===== src/rtl/cfgreg_pkg.sv =====
package cfgreg_pkg;
    // Action the parameter bank takes in a cycle
    typedef enum logic [1:0] {
        ACT_HOLD    = 2'd0,
        ACT_LOAD    = 2'd1,
        ACT_DEFAULT = 2'd2
    } bank_act_e;

    // Status port occupancy
    typedef enum logic {
        ST_EMPTY = 1'b0,
        ST_FULL  = 1'b1
    } stat_state_e;
endpackage


===== src/rtl/cfgreg_param_bank.sv =====
module cfgreg_param_bank
    import cfgreg_pkg::*;
#(
    parameter int unsigned THR_W   = 4,
    parameter int unsigned TRK_W   = 8,
    parameter bit          DEF_OFF = 1'b1,
    parameter int unsigned DEF_THR = 0,
    parameter int unsigned DEF_TRK = 0
) (
    input  logic             clk,
    input  logic             hw_rst_n,
    input  logic             sw_reset,
    input  logic             lock_q,
    input  logic             cfg_we,
    input  logic             cfg_fifo_off,
    input  logic [THR_W-1:0] cfg_thresh,
    input  logic [TRK_W-1:0] cfg_trk,
    output logic             fifo_off,
    output logic [THR_W-1:0] fifo_thresh,
    output logic [TRK_W-1:0] precomp_trk
);
    localparam logic [THR_W-1:0] THR_RST = THR_W'(DEF_THR);
    localparam logic [TRK_W-1:0] TRK_RST = TRK_W'(DEF_TRK);

    bank_act_e act;

    always_comb begin
        if (sw_reset && !lock_q) begin
            act = ACT_DEFAULT;
        end else if (cfg_we) begin
            act = ACT_LOAD;
        end else begin
            act = ACT_HOLD;
        end
    end

    always_ff @(posedge clk or negedge hw_rst_n) begin
        if (!hw_rst_n) begin
            fifo_off    <= DEF_OFF;
            fifo_thresh <= THR_RST;
            precomp_trk <= TRK_RST;
        end else begin
            unique case (act)
                ACT_DEFAULT: begin
                    fifo_off    <= DEF_OFF;
                    fifo_thresh <= THR_RST;
                    precomp_trk <= TRK_RST;
                end
                ACT_LOAD: begin
                    fifo_off    <= cfg_fifo_off;
                    fifo_thresh <= cfg_thresh;
                    precomp_trk <= cfg_trk;
                end
                default: begin
                end
            endcase
        end
    end


    cfg_load_chk: assert property (@(posedge clk) disable iff (!hw_rst_n)
        (cfg_we && !(sw_reset && !lock_q)) |=>
        (fifo_off == $past(cfg_fifo_off) && fifo_thresh == $past(cfg_thresh)
         && precomp_trk == $past(cfg_trk)));


    unlocked_reset_chk: assert property (@(posedge clk) disable iff (!hw_rst_n)
        (sw_reset && !lock_q) |=>
        (fifo_off == DEF_OFF && fifo_thresh == THR_RST && precomp_trk == TRK_RST));


    locked_keep_chk: assert property (@(posedge clk) disable iff (!hw_rst_n)
        (sw_reset && lock_q && !cfg_we) |=>
        ($stable(fifo_off) && $stable(fifo_thresh) && $stable(precomp_trk)));
endmodule


===== src/rtl/cfgreg_lock_bit.sv =====
module cfgreg_lock_bit #(
    parameter int unsigned CMD_W   = 8,
    parameter int unsigned CMD_BIT = 7
) (
    input  logic             clk,
    input  logic             hw_rst_n,
    input  logic             sw_reset,
    input  logic             lock_we,
    input  logic [CMD_W-1:0] lock_cmd,
    output logic             lock_q
);
    logic new_val;
    assign new_val = lock_cmd[CMD_BIT];

    always_ff @(posedge clk or negedge hw_rst_n) begin
        if (!hw_rst_n) begin
            lock_q <= 1'b0;
        end else if (lock_we) begin
            lock_q <= new_val;
        end
    end


    lock_load_chk: assert property (@(posedge clk) disable iff (!hw_rst_n)
        lock_we |=> (lock_q == $past(lock_cmd[CMD_BIT])));


    lock_sw_keep_chk: assert property (@(posedge clk) disable iff (!hw_rst_n)
        (sw_reset && !lock_we) |=> $stable(lock_q));
endmodule


===== src/rtl/cfgreg_status_fsm.sv =====
module cfgreg_status_fsm
    import cfgreg_pkg::*;
#(
    parameter int unsigned CMD_W    = 8,
    parameter int unsigned CMD_BIT  = 7,
    parameter int unsigned STAT_BIT = 4
) (
    input  logic             clk,
    input  logic             hw_rst_n,
    input  logic             lock_we,
    input  logic [CMD_W-1:0] lock_cmd,
    input  logic             stat_ready,
    output logic             stat_valid,
    output logic [CMD_W-1:0] stat_data
);
    localparam logic [CMD_W-1:0] STAT_MASK = CMD_W'(1) << STAT_BIT;

    stat_state_e state, state_nx;

    // Next-state selection: T_POST, T_REPLACE, T_ACCEPT, T_WAIT
    always_comb begin
        state_nx = state;
        unique case (state)
            ST_EMPTY: if (lock_we) state_nx = ST_FULL;
            ST_FULL: begin
                if (lock_we) begin
                    state_nx = ST_FULL;
                end else if (stat_ready) begin
                    state_nx = ST_EMPTY;
                end
            end
            default: state_nx = ST_EMPTY;
        endcase
    end

    // State register
    always_ff @(posedge clk or negedge hw_rst_n) begin
        if (!hw_rst_n) begin
            state <= ST_EMPTY;
        end else begin
            state <= state_nx;
        end
    end

    // Output register: status byte captured on every lock command
    always_ff @(posedge clk or negedge hw_rst_n) begin
        if (!hw_rst_n) begin
            stat_data <= '0;
        end else if (lock_we) begin
            stat_data <= lock_cmd[CMD_BIT] ? STAT_MASK : '0;
        end
    end

    assign stat_valid = (state == ST_FULL);


    stat_post_chk: assert property (@(posedge clk) disable iff (!hw_rst_n)
        lock_we |=> (stat_valid && stat_data[STAT_BIT] == $past(lock_cmd[CMD_BIT])));


    stat_clean_chk: assert property (@(posedge clk) disable iff (!hw_rst_n)
        stat_valid |-> ((stat_data & ~STAT_MASK) == '0));


    stat_hold_chk: assert property (@(posedge clk) disable iff (!hw_rst_n)
        (stat_valid && !stat_ready && !lock_we) |=> (stat_valid && $stable(stat_data)));


    stat_drop_chk: assert property (@(posedge clk) disable iff (!hw_rst_n)
        (stat_valid && stat_ready && !lock_we) |=> !stat_valid);
endmodule


===== src/rtl/lockable_cfg_reg.sv =====
module lockable_cfg_reg #(
    parameter int unsigned THR_W    = 4,
    parameter int unsigned TRK_W    = 8,
    parameter int unsigned CMD_W    = 8,
    parameter int unsigned CMD_BIT  = 7,
    parameter int unsigned STAT_BIT = 4,
    parameter bit          DEF_OFF  = 1'b1,
    parameter int unsigned DEF_THR  = 0,
    parameter int unsigned DEF_TRK  = 0
) (
    input  logic             clk,
    input  logic             hw_rst_n,
    input  logic             sw_reset,
    input  logic             cfg_we,
    input  logic             cfg_fifo_off,
    input  logic [THR_W-1:0] cfg_thresh,
    input  logic [TRK_W-1:0] cfg_trk,
    input  logic             lock_we,
    input  logic [CMD_W-1:0] lock_cmd,
    input  logic             stat_ready,
    output logic             fifo_off,
    output logic [THR_W-1:0] fifo_thresh,
    output logic [TRK_W-1:0] precomp_trk,
    output logic             lock_on,
    output logic             stat_valid,
    output logic [CMD_W-1:0] stat_data
);
    logic lock_q;

    cfgreg_lock_bit #(
        .CMD_W  (CMD_W),
        .CMD_BIT(CMD_BIT)
    ) u_lock (
        .clk     (clk),
        .hw_rst_n(hw_rst_n),
        .sw_reset(sw_reset),
        .lock_we (lock_we),
        .lock_cmd(lock_cmd),
        .lock_q  (lock_q)
    );

    cfgreg_param_bank #(
        .THR_W  (THR_W),
        .TRK_W  (TRK_W),
        .DEF_OFF(DEF_OFF),
        .DEF_THR(DEF_THR),
        .DEF_TRK(DEF_TRK)
    ) u_bank (
        .clk         (clk),
        .hw_rst_n    (hw_rst_n),
        .sw_reset    (sw_reset),
        .lock_q      (lock_q),
        .cfg_we      (cfg_we),
        .cfg_fifo_off(cfg_fifo_off),
        .cfg_thresh  (cfg_thresh),
        .cfg_trk     (cfg_trk),
        .fifo_off    (fifo_off),
        .fifo_thresh (fifo_thresh),
        .precomp_trk (precomp_trk)
    );

    cfgreg_status_fsm #(
        .CMD_W   (CMD_W),
        .CMD_BIT (CMD_BIT),
        .STAT_BIT(STAT_BIT)
    ) u_stat (
        .clk       (clk),
        .hw_rst_n  (hw_rst_n),
        .lock_we   (lock_we),
        .lock_cmd  (lock_cmd),
        .stat_ready(stat_ready),
        .stat_valid(stat_valid),
        .stat_data (stat_data)
    );

    assign lock_on = lock_q;

    // the software reset uses the lock value from before the cycle
    prior_lock_chk: assert property (@(posedge clk) disable iff (!hw_rst_n)
        (sw_reset && lock_we && !lock_on && !cfg_we) |=>
        (fifo_off == DEF_OFF && fifo_thresh == THR_W'(DEF_THR)
         && precomp_trk == TRK_W'(DEF_TRK)));
endmodule


===== config.mk =====
export PLATFORM = sky130hd
export DESIGN_NAME = lockable_cfg_reg
export DESIGN_NICKNAME = d
export VERILOG_FILES = /design/src/rtl/cfgreg_pkg.sv /design/src/rtl/cfgreg_param_bank.sv /design/src/rtl/cfgreg_lock_bit.sv /design/src/rtl/cfgreg_status_fsm.sv /design/src/rtl/lockable_cfg_reg.sv
export SDC_FILE = /design/constraint.sdc
export NUM_CORES = 1
export LEC_CHECK = 0
export CAP_MARGIN = 20
export CORE_UTILIZATION = 30
export DETAILED_ROUTE_END_ITERATION = 8
export PLACE_DENSITY = 0.78
export SKIP_CTS_REPAIR_TIMING = 1
export SYNTH_ARGS = -nofsm -noshare
export SYNTH_HDL_FRONTEND = slang
export SYNTH_SLANG_ARGS = --single-unit
export TNS_END_PERCENT = 50

===== constraint.sdc =====
create_clock -name clk -period 2.8 [get_ports clk]
set_clock_uncertainty 0.2 [all_clocks]
set_input_delay 0.28 -clock clk [delete_from_list [all_inputs] [get_ports clk]]
set_output_delay 0.28 -clock clk [all_outputs]
set_load 0.03 [all_outputs]

**Word level (Yosys, flattened, before mapping)**

Cells that the tools add are included.

- Bits in registers: 23
- Latch bits: 0
- Bits in writable memories: 0
- Memory bits (read-only): 0
- Input bits: 27
- Logic and storage cells: 22
- Memories: 0

- $add $sub $neg: 0
- Multipliers: 0
- Div/mod/pow operators: 0
- $lt $le $gt $ge: 0
- Equal/unequal tests: 2
- Shift operators: 0
- Muxes and demuxes: 10
- Bitwise logic cells: 1
- Reductions and logical operators: 3

Operators with widths:

| cell | number |
|---|---|
| $pmux 8 s2 | 1 |
| $pmux 4 s2 | 1 |
| $mux 5 | 1 |
| $mux 1 | 4 |
| $pmux 1 s2 | 2 |
| $eq 2x1->1 const B | 1 |
| $eq 2x2->1 const B | 1 |
| $mux 2 | 1 |
| $reduce_bool 2->1 | 1 |
| $logic_and 1x1->1 | 1 |
| $logic_not 1->1 | 1 |
| $not 1->1 | 1 |

**Longest topological paths before layout**

Gate-level depths: netlist of run 1.

- Word-level depth: 5
- Mapped depth: 4

**Hierarchy**

Synthesis of run 1 repeated with hierarchy kept, for this count alone.

- Cells, all modules: 58
- Area, all modules: 725.7 um^2

Modules (own cells, without submodules):

| module | times used | cells each | area each (um^2) |
|---|---|---|---|
| cfgreg_param_bank | 1 | 43 | 551.8 |
| cfgreg_status_fsm | 1 | 13 | 133.9 |
| cfgreg_lock_bit | 1 | 2 | 40.0 |

**Least setup slack after synthesis of run 1**

OpenSTA, ideal clock, no wires.

- Kind: reg-to-reg
- From: reg, netlist name u_stat.stat_data[4]
- To: reg u_bank.fifo_thresh[0]
- Library setup time: 0.121 ns
- Arrival time: 0.938 ns
- Data required time: 2.479 ns
- Setup slack: 1.541 ns
- Stages on the path, launching flop included: 4
- Clock period less this slack: 1.259 ns
- Path through: dfrtp_1 > nor2b_2 > buf_2 > nor2_1

RTL lines:

| what | line | RTL |
|---|---|---|
| end signal, assigned | cfgreg_param_bank.sv:51 | `fifo_thresh <= cfg_thresh;` |
| end, declared | cfgreg_param_bank.sv:19 | `output logic [THR_W-1:0] fifo_thresh,` |

**Final worst setup path of run 1**

- From: reg u_bank.fifo_off
- To: out fifo_off

RTL lines:

| what | line | RTL |
|---|---|---|
| start, declared | cfgreg_param_bank.sv:18 | `output logic fifo_off,` |
| start signal, assigned | cfgreg_param_bank.sv:50 | `fifo_off <= cfg_fifo_off;` |
| end, declared | lockable_cfg_reg.sv:21 | `output logic fifo_off,` |

No word-level cell between the ends.

==> results of run 1 <==
[registers in the layout (all words and copies together) (netlist names)]
register            flops
u_stat.stat_data        1
u_stat.stat_valid       1
u_bank.fifo_thresh      4
u_bank.fifo_off         1
u_bank.precomp_trk      8
[where the power goes]
part / switching (mW) / internal (mW) / leakage (nW)
registers: 0.0123 / 0.240 / 0.185
logic: 0.0982 / 0.0812 / 0.281
clock network: 0.0623 / 0.0551 / 0.0150
[cell families after synthesis]
| logic type | Yosys count | share of synthesized area |
|---|---|---|
| flops | 15 | 0.547 |
| simple gates | 14 | 0.0873 |
| mux | 13 | 0.191 |
| buf+inv | 12 | 0.145 |
| compound gates | 2 | 0.0236 |
| other cells | 1 | 0.00545 |
[routing by layer]
| layer | up-vias | wire (um) |
|---|---|---|
| li1 | 239 | - |
| met1 | 229 | 557 |
| met2 | 22 | 635 |
| met3 | 2 | 89 |
| met4 | 0 | 7 |
| met5 | - | 0 |
[stage by stage]
step                cells  setup slack, ps  hold slack [ps]
finish                118              853              203
global route          118              798              235
CTS                   118              831              223
detailed placement    114              818              275
global placement      114              869              265
floorplan              63             1540             -216
[how the worst min path moves through the flow]
stage	cells past startpoint	slack, ps	to	start
detailed placement	1	280	u_stat.stat_valid	u_stat.stat_valid
finish	1	200	u_bank.fifo_thresh[3]	hw_rst_n
global route	1	230	u_bank.fifo_thresh[3]	hw_rst_n
global placement	1	270	u_stat.stat_valid	u_stat.stat_valid
floorplan	0	-220	u_bank.fifo_thresh[0]	hw_rst_n
CTS	1	220	u_stat.stat_data[4]	hw_rst_n
[cell usage in the layout, fill, tap and decap left out]
cell type	Yosys	layout
clkbuf_1	0	1
conb_1	1	7
nor2_1	12	12
clkbuf_4	0	3
clkdlybuf4s50_1	0	35
nor2b_1	1	1
mux2_2	1	1
dfrtp_1	14	14
nor2b_2	1	1
dfstp_2	1	1
a21o_1	1	1
inv_1	1	1
a211o_1	1	1
mux2i_1	12	12
[final cells by class]
type,count,area (um2),area share
Inverter,1,3.75,0.00366
Tap cell,27,33.8,0.0330
Multi-Input combinational cell,36,234,0.228
Timing Repair Buffer,35,350,0.342
Clock buffer,4,26.3,0.0256
Sequential cell,15,377,0.368
==> impl_metrics.env, run 1 <==
export IMPL_overflow=0
export IMPL_crit_buf_inv=1
export IMPL_synth_most_common_cell="dfrtp_1"
export IMPL_busiest_layer="met2"
export IMPL_relSlewSlack=0.477
export IMPL_vias_per_cell=4.17
export IMPL_cp_start_kind="flip-flop"
export IMPL_yosys_top_cells_count="dfrtp_1 (14), mux2i_1 (12), nor2_1 (12), buf_4 (8)"
export IMPL_postSynth_asyncResetShare=1.00
export IMPL_p_leak_nw=0.481
export IMPL_setup_tns_ps=0
export IMPL_synth_warnings=0
export IMPL_layout_drive_gt1_share=0.0659
export IMPL_final_hold_violation_count=0
export IMPL_worst_r2r_cell_count=2
export IMPL_synthesis_area_um2=688
export IMPL_grt_total_usage=0.108
export IMPL_antenna_cells=0
export IMPL_antenna_found_initial=0
export IMPL_synth_flop_cell="dfrtp_1"
export IMPL_use_met3=0.0525
export IMPL_cpPeakStageDelay_ps=660
export IMPL_max_cap_viol_count=0
export IMPL_arrival_ps=1470
export IMPL_ys_seq_elements=15
export IMPL_fmax_mhz=514
export IMPL_fin_crit_sh=0.695
export IMPL_clock_root_buffer="clkbuf_4"
export IMPL_synth_top_cell_area_share=0.509
export IMPL_path_max_fanout=2
export IMPL_synth_edf_count=0
export IMPL_port_buffers=35
export IMPL_path_class="reg -> out"
export IMPL_setup_violations=0
export IMPL_ios=50
export IMPL_nFillCells=203
export IMPL_dpl_hpwl_um=970
export IMPL_die_w_um=49.9
export IMPL_ys_seq_area_frac=0.547
export IMPL_grt_use_met2=0.185
export IMPL_clock_sinks=15
export IMPL_drt_iter0_drc=4
export IMPL_slowest_stage="clkdlybuf4s50_1"
export IMPL_die_h_um=49.9
export IMPL_met1_usage=0.118
export IMPL_timing_final_crit_period_ps=1950
export IMPL_cts_tree="done"
export IMPL_die_area_um2=2490
export IMPL_wl_um=1290
export IMPL_insertion_delay_ps=270
export IMPL_drc=0
export IMPL_grt_pass1_wl_um=1950
export IMPL_synthTopCellsByArea="dfrtp_1 (51%), mux2i_1 (17%), buf_4 (8.7%)"
export IMPL_htree_levels=1
export IMPL_post_route_util=0.497
export IMPL_outcome="finished, final reports clean"
export IMPL_total_power_mw=0.550
export IMPL_vdd_drop_max_v=0.000394
export IMPL_reg2reg_to="u_bank.precomp_trk[7]"
export IMPL_cp_depth=1
export IMPL_worst_pin_slew_ps=782
export IMPL_design_area_um2=1020
export IMPL_endpoint="fifo_off"
export IMPL_crit_family="buffers and inverters"
export IMPL_finalMaxSlewViolations=0
export IMPL_start_util=0.334
export IMPL_crit_chain="clkdlybuf4s50_1"
export IMPL_layout_nets=119
export IMPL_grt_pass1_vias=444
export IMPL_synth_top_cell_by_area="dfrtp_1"
export IMPL_avgSynthCellArea_um2=12.1
export IMPL_r2r_start="u_stat.stat_data[4]"
export IMPL_row_count=16
export IMPL_clkTransAtPathRegs_ps=80
export IMPL_place_congestion=0.583
export IMPL_syn_inst=57
export IMPL_yosysUniqueCellTypes=15
export IMPL_powerDensity_nw_per_um2=536
export IMPL_r2r_slack_ps=1470
export IMPL_wl_per_cell_um=10.9
export IMPL_first_pass_iters=4
export IMPL_vias=492
export IMPL_antenna_left=0
export IMPL_clock_tree_buffer_depth=2
export IMPL_area_delta_synth_final_pct=48.9
export IMPL_placed_area_um2=998
export IMPL_cts_made_buffers=3
export IMPL_core_um2=2060
export IMPL_rsz0062_at_grt="no"
export IMPL_worst_ep_required_time_ps=2320
export IMPL_critPathLaunch="u_bank.fifo_off"
export IMPL_hp_class="in -> async"
export IMPL_grt_start_max_net_pins=16
export IMPL_worstSetupEndpointType="primary output"
(Power assumes the default switching activity.)
==> run 2: changes to the inputs <==
--- a/config.mk
+++ b/config.mk
@@ -8,7 +8,7 @@
 export CAP_MARGIN = 20
 export CORE_UTILIZATION = 30
 export DETAILED_ROUTE_END_ITERATION = 8
-export PLACE_DENSITY = 0.78
+export PLACE_DENSITY = 0.8
 export SKIP_CTS_REPAIR_TIMING = 1
 export SYNTH_ARGS = -nofsm -noshare
 export SYNTH_HDL_FRONTEND = slang
==> constraint.sdc (replaced) <==
create_clock -name clk -period 1.6 [get_ports clk]
set_clock_uncertainty 0.2 [all_clocks]
set_input_delay 0.16 -clock clk [delete_from_list [all_inputs] [get_ports clk]]
set_output_delay 0.16 -clock clk [all_outputs]
set_load 0.03 [all_outputs]
==> run 2 against run 1 <==
  * Setup slack worse by 690 ps
  * Highest routed layer is now met3
  * Non-clock buffer count is 5 higher
  * Via count is 6.3% higher
  * Largest cell class is now buffers
  * Sequential share of layout area is 3.1 points lower
  * Routed wire length is 12% higher
  * Utilization is 4.6 points higher
  * Die area stayed put
  * Hold slack better by 61 ps
  * Clock-buffer cell count is 1 lower
  * Register-to-register slack worse by 1000 ps
  * Sequential power is 75% higher
==> impl_metrics.env, run 2 (synthesis gave the netlist of run 1 again) <==
export IMPL_largest_reg_flops=8
export IMPL_clock_sinks=15
export IMPL_drt_iter0_drc=0
export IMPL_port_buffers=35
export IMPL_nFillCells=207
export IMPL_start_util=0.334
export IMPL_overflow=0
export IMPL_die_area_um2=2490
export IMPL_core_um2=2060
export IMPL_cp_depth=1
export IMPL_grt_pass1_vias=538
export IMPL_cts_made_buffers=3
export IMPL_grt_pass1_wl_um=2410
export IMPL_r2r_slack_ps=450
export IMPL_vdd_drop_max_v=0.000479
export IMPL_fmax_mhz=696
export IMPL_grt_total_usage=0.127
export IMPL_min_delay_start="stat_ready"
export IMPL_cp_start_kind="flip-flop"
export IMPL_final_cell_mix="clkdlybuf4s50_1 (19), dlymetal6s2s_1 (16), dfrtp_1 (14), mux2i_1 (12), nor2_1 (12)"
export IMPL_r2r_start="u_stat.stat_data[4]"
export IMPL_clock_root_buffer="clkbuf_4"
export IMPL_antenna_found_initial=0
export IMPL_path_class="reg -> out"
export IMPL_rsz0062_at_grt="no"
export IMPL_setup_violations=0
export IMPL_p_leak_nw=0.700
export IMPL_total_power_mw=0.973
export IMPL_layout_drive_gt1_share=0.115
export IMPL_post_route_util=0.542
export IMPL_fin_crit_sh=0.899
export IMPL_cpPeakStageDelay_ps=530
export IMPL_wl_um=1450
export IMPL_top_regs="u_bank.precomp_trk x8, u_bank.fifo_thresh x4"
export IMPL_finalMaxSlewViolations=0
export IMPL_antenna_left=0
export IMPL_reg2reg_to="u_bank.fifo_thresh[2]"
export IMPL_vias_per_cell=4.25
export IMPL_die_w_um=49.9
export IMPL_worstSetupEndpointType="primary output"
export IMPL_layout_nets=124
export IMPL_setup_tns_ps=0
export IMPL_antenna_cells=0
export IMPL_worst_r2r_cell_count=3
export IMPL_drc=0
export IMPL_path_max_fanout=2
export IMPL_crit_chain="dlymetal6s2s_1"
export IMPL_crit_family="flip-flops"
export IMPL_max_cap_viol_count=0
export IMPL_powerDensity_nw_per_um2=870
export IMPL_htree_levels=1
export IMPL_die_h_um=49.9
export IMPL_first_pass_iters=1
export IMPL_timing_final_crit_period_ps=1440
export IMPL_clock_tree_buffer_depth=2
export IMPL_crit_buf_inv=1
export IMPL_whs_path_depth=3
export IMPL_clkTransAtPathRegs_ps=90
export IMPL_row_count=16
export IMPL_arrival_ps=1080
export IMPL_area_delta_synth_final_pct=62.5
export IMPL_cts_tree="done"
export IMPL_top_register="u_bank.precomp_trk"
export IMPL_insertion_delay_ps=270
export IMPL_hp_class="in -> reg"
export IMPL_outcome="finished, final reports clean"
export IMPL_ios=50
export IMPL_wl_per_cell_um=11.8
export IMPL_final_common_cell="clkdlybuf4s50_1"
export IMPL_vias=523
export IMPL_grt_start_max_net_pins=15
export IMPL_final_hold_violation_count=0
export IMPL_place_congestion=0.630
export IMPL_hold_end="u_stat.stat_valid"
export IMPL_slowest_stage="dfstp_2"
export IMPL_worst_ep_required_time_ps=1240
export IMPL_dpl_hpwl_um=1100
[run 2: report_power, final]
part	internal [mW]	switching, mW	total [mW]
combinational	0.147	0.176	0.323
sequential	0.421	0.0209	0.442
clock	0.0925	0.117	0.209
total	0.660	0.313	0.973
[run 2: worst max path at each step]
stage / slack (ps) / from / endpoint
6_report: 160 / u_bank.fifo_off / fifo_off
5_1_grt: 120 / u_bank.fifo_off / fifo_off
4_1_cts: -240 / u_bank.fifo_off / fifo_off
3_5_place_dp: 80 / u_bank.fifo_off / fifo_off
3_3_place_gp: 80 / u_bank.fifo_off / fifo_off
2_1_floorplan: 340 / u_stat.stat_data[4] / u_bank.fifo_thresh[0]
[run 2: per-layer routing]
metal / share of wire / vias up / wire length [um] / track usage
met5: 0 / - / 0 / 0
met4: 0 / 0 / 0 / 0.0286
met3: 0.081 / 0 / 117 / 0.0309
met2: 0.56 / 21 / 806 / 0.234
met1: 0.36 / 253 / 522 / 0.145
li1: - / 249 / - / -
[run 2: cell type report]
| class | instances | area [um2] | area share |
|---|---|---|---|
| clock inverters | 1 | 5.00 | 0.00447 |
| repair buffers | 40 | 443 | 0.396 |
| clock buffers | 3 | 22.5 | 0.0201 |
| multi-input cells | 36 | 234 | 0.209 |
| well taps | 27 | 33.8 | 0.0302 |
| flip-flops and latches | 15 | 377 | 0.337 |
| inverters | 1 | 3.75 | 0.00336 |
[run 2: tightest hold or removal path, stage by stage]
cell and delay (ps):
clkdlybuf4s50_1 400, inv_1 50, a21o_1 90
[run 2: per-stage QoR]
step / hold WS (ps) / area (um2) / setup WS (ps) / instances
final: 264 / 1120 / 162 / 123
after global routing: 281 / 1120 / 120 / 123
after CTS: -50.1 / 1070 / -235 / 122
after detailed placement: 259 / 1040 / 80.3 / 118
after global placement: 253 / 1040 / 83.7 / 118
after floorplan: -336 / 711 / 341 / 63
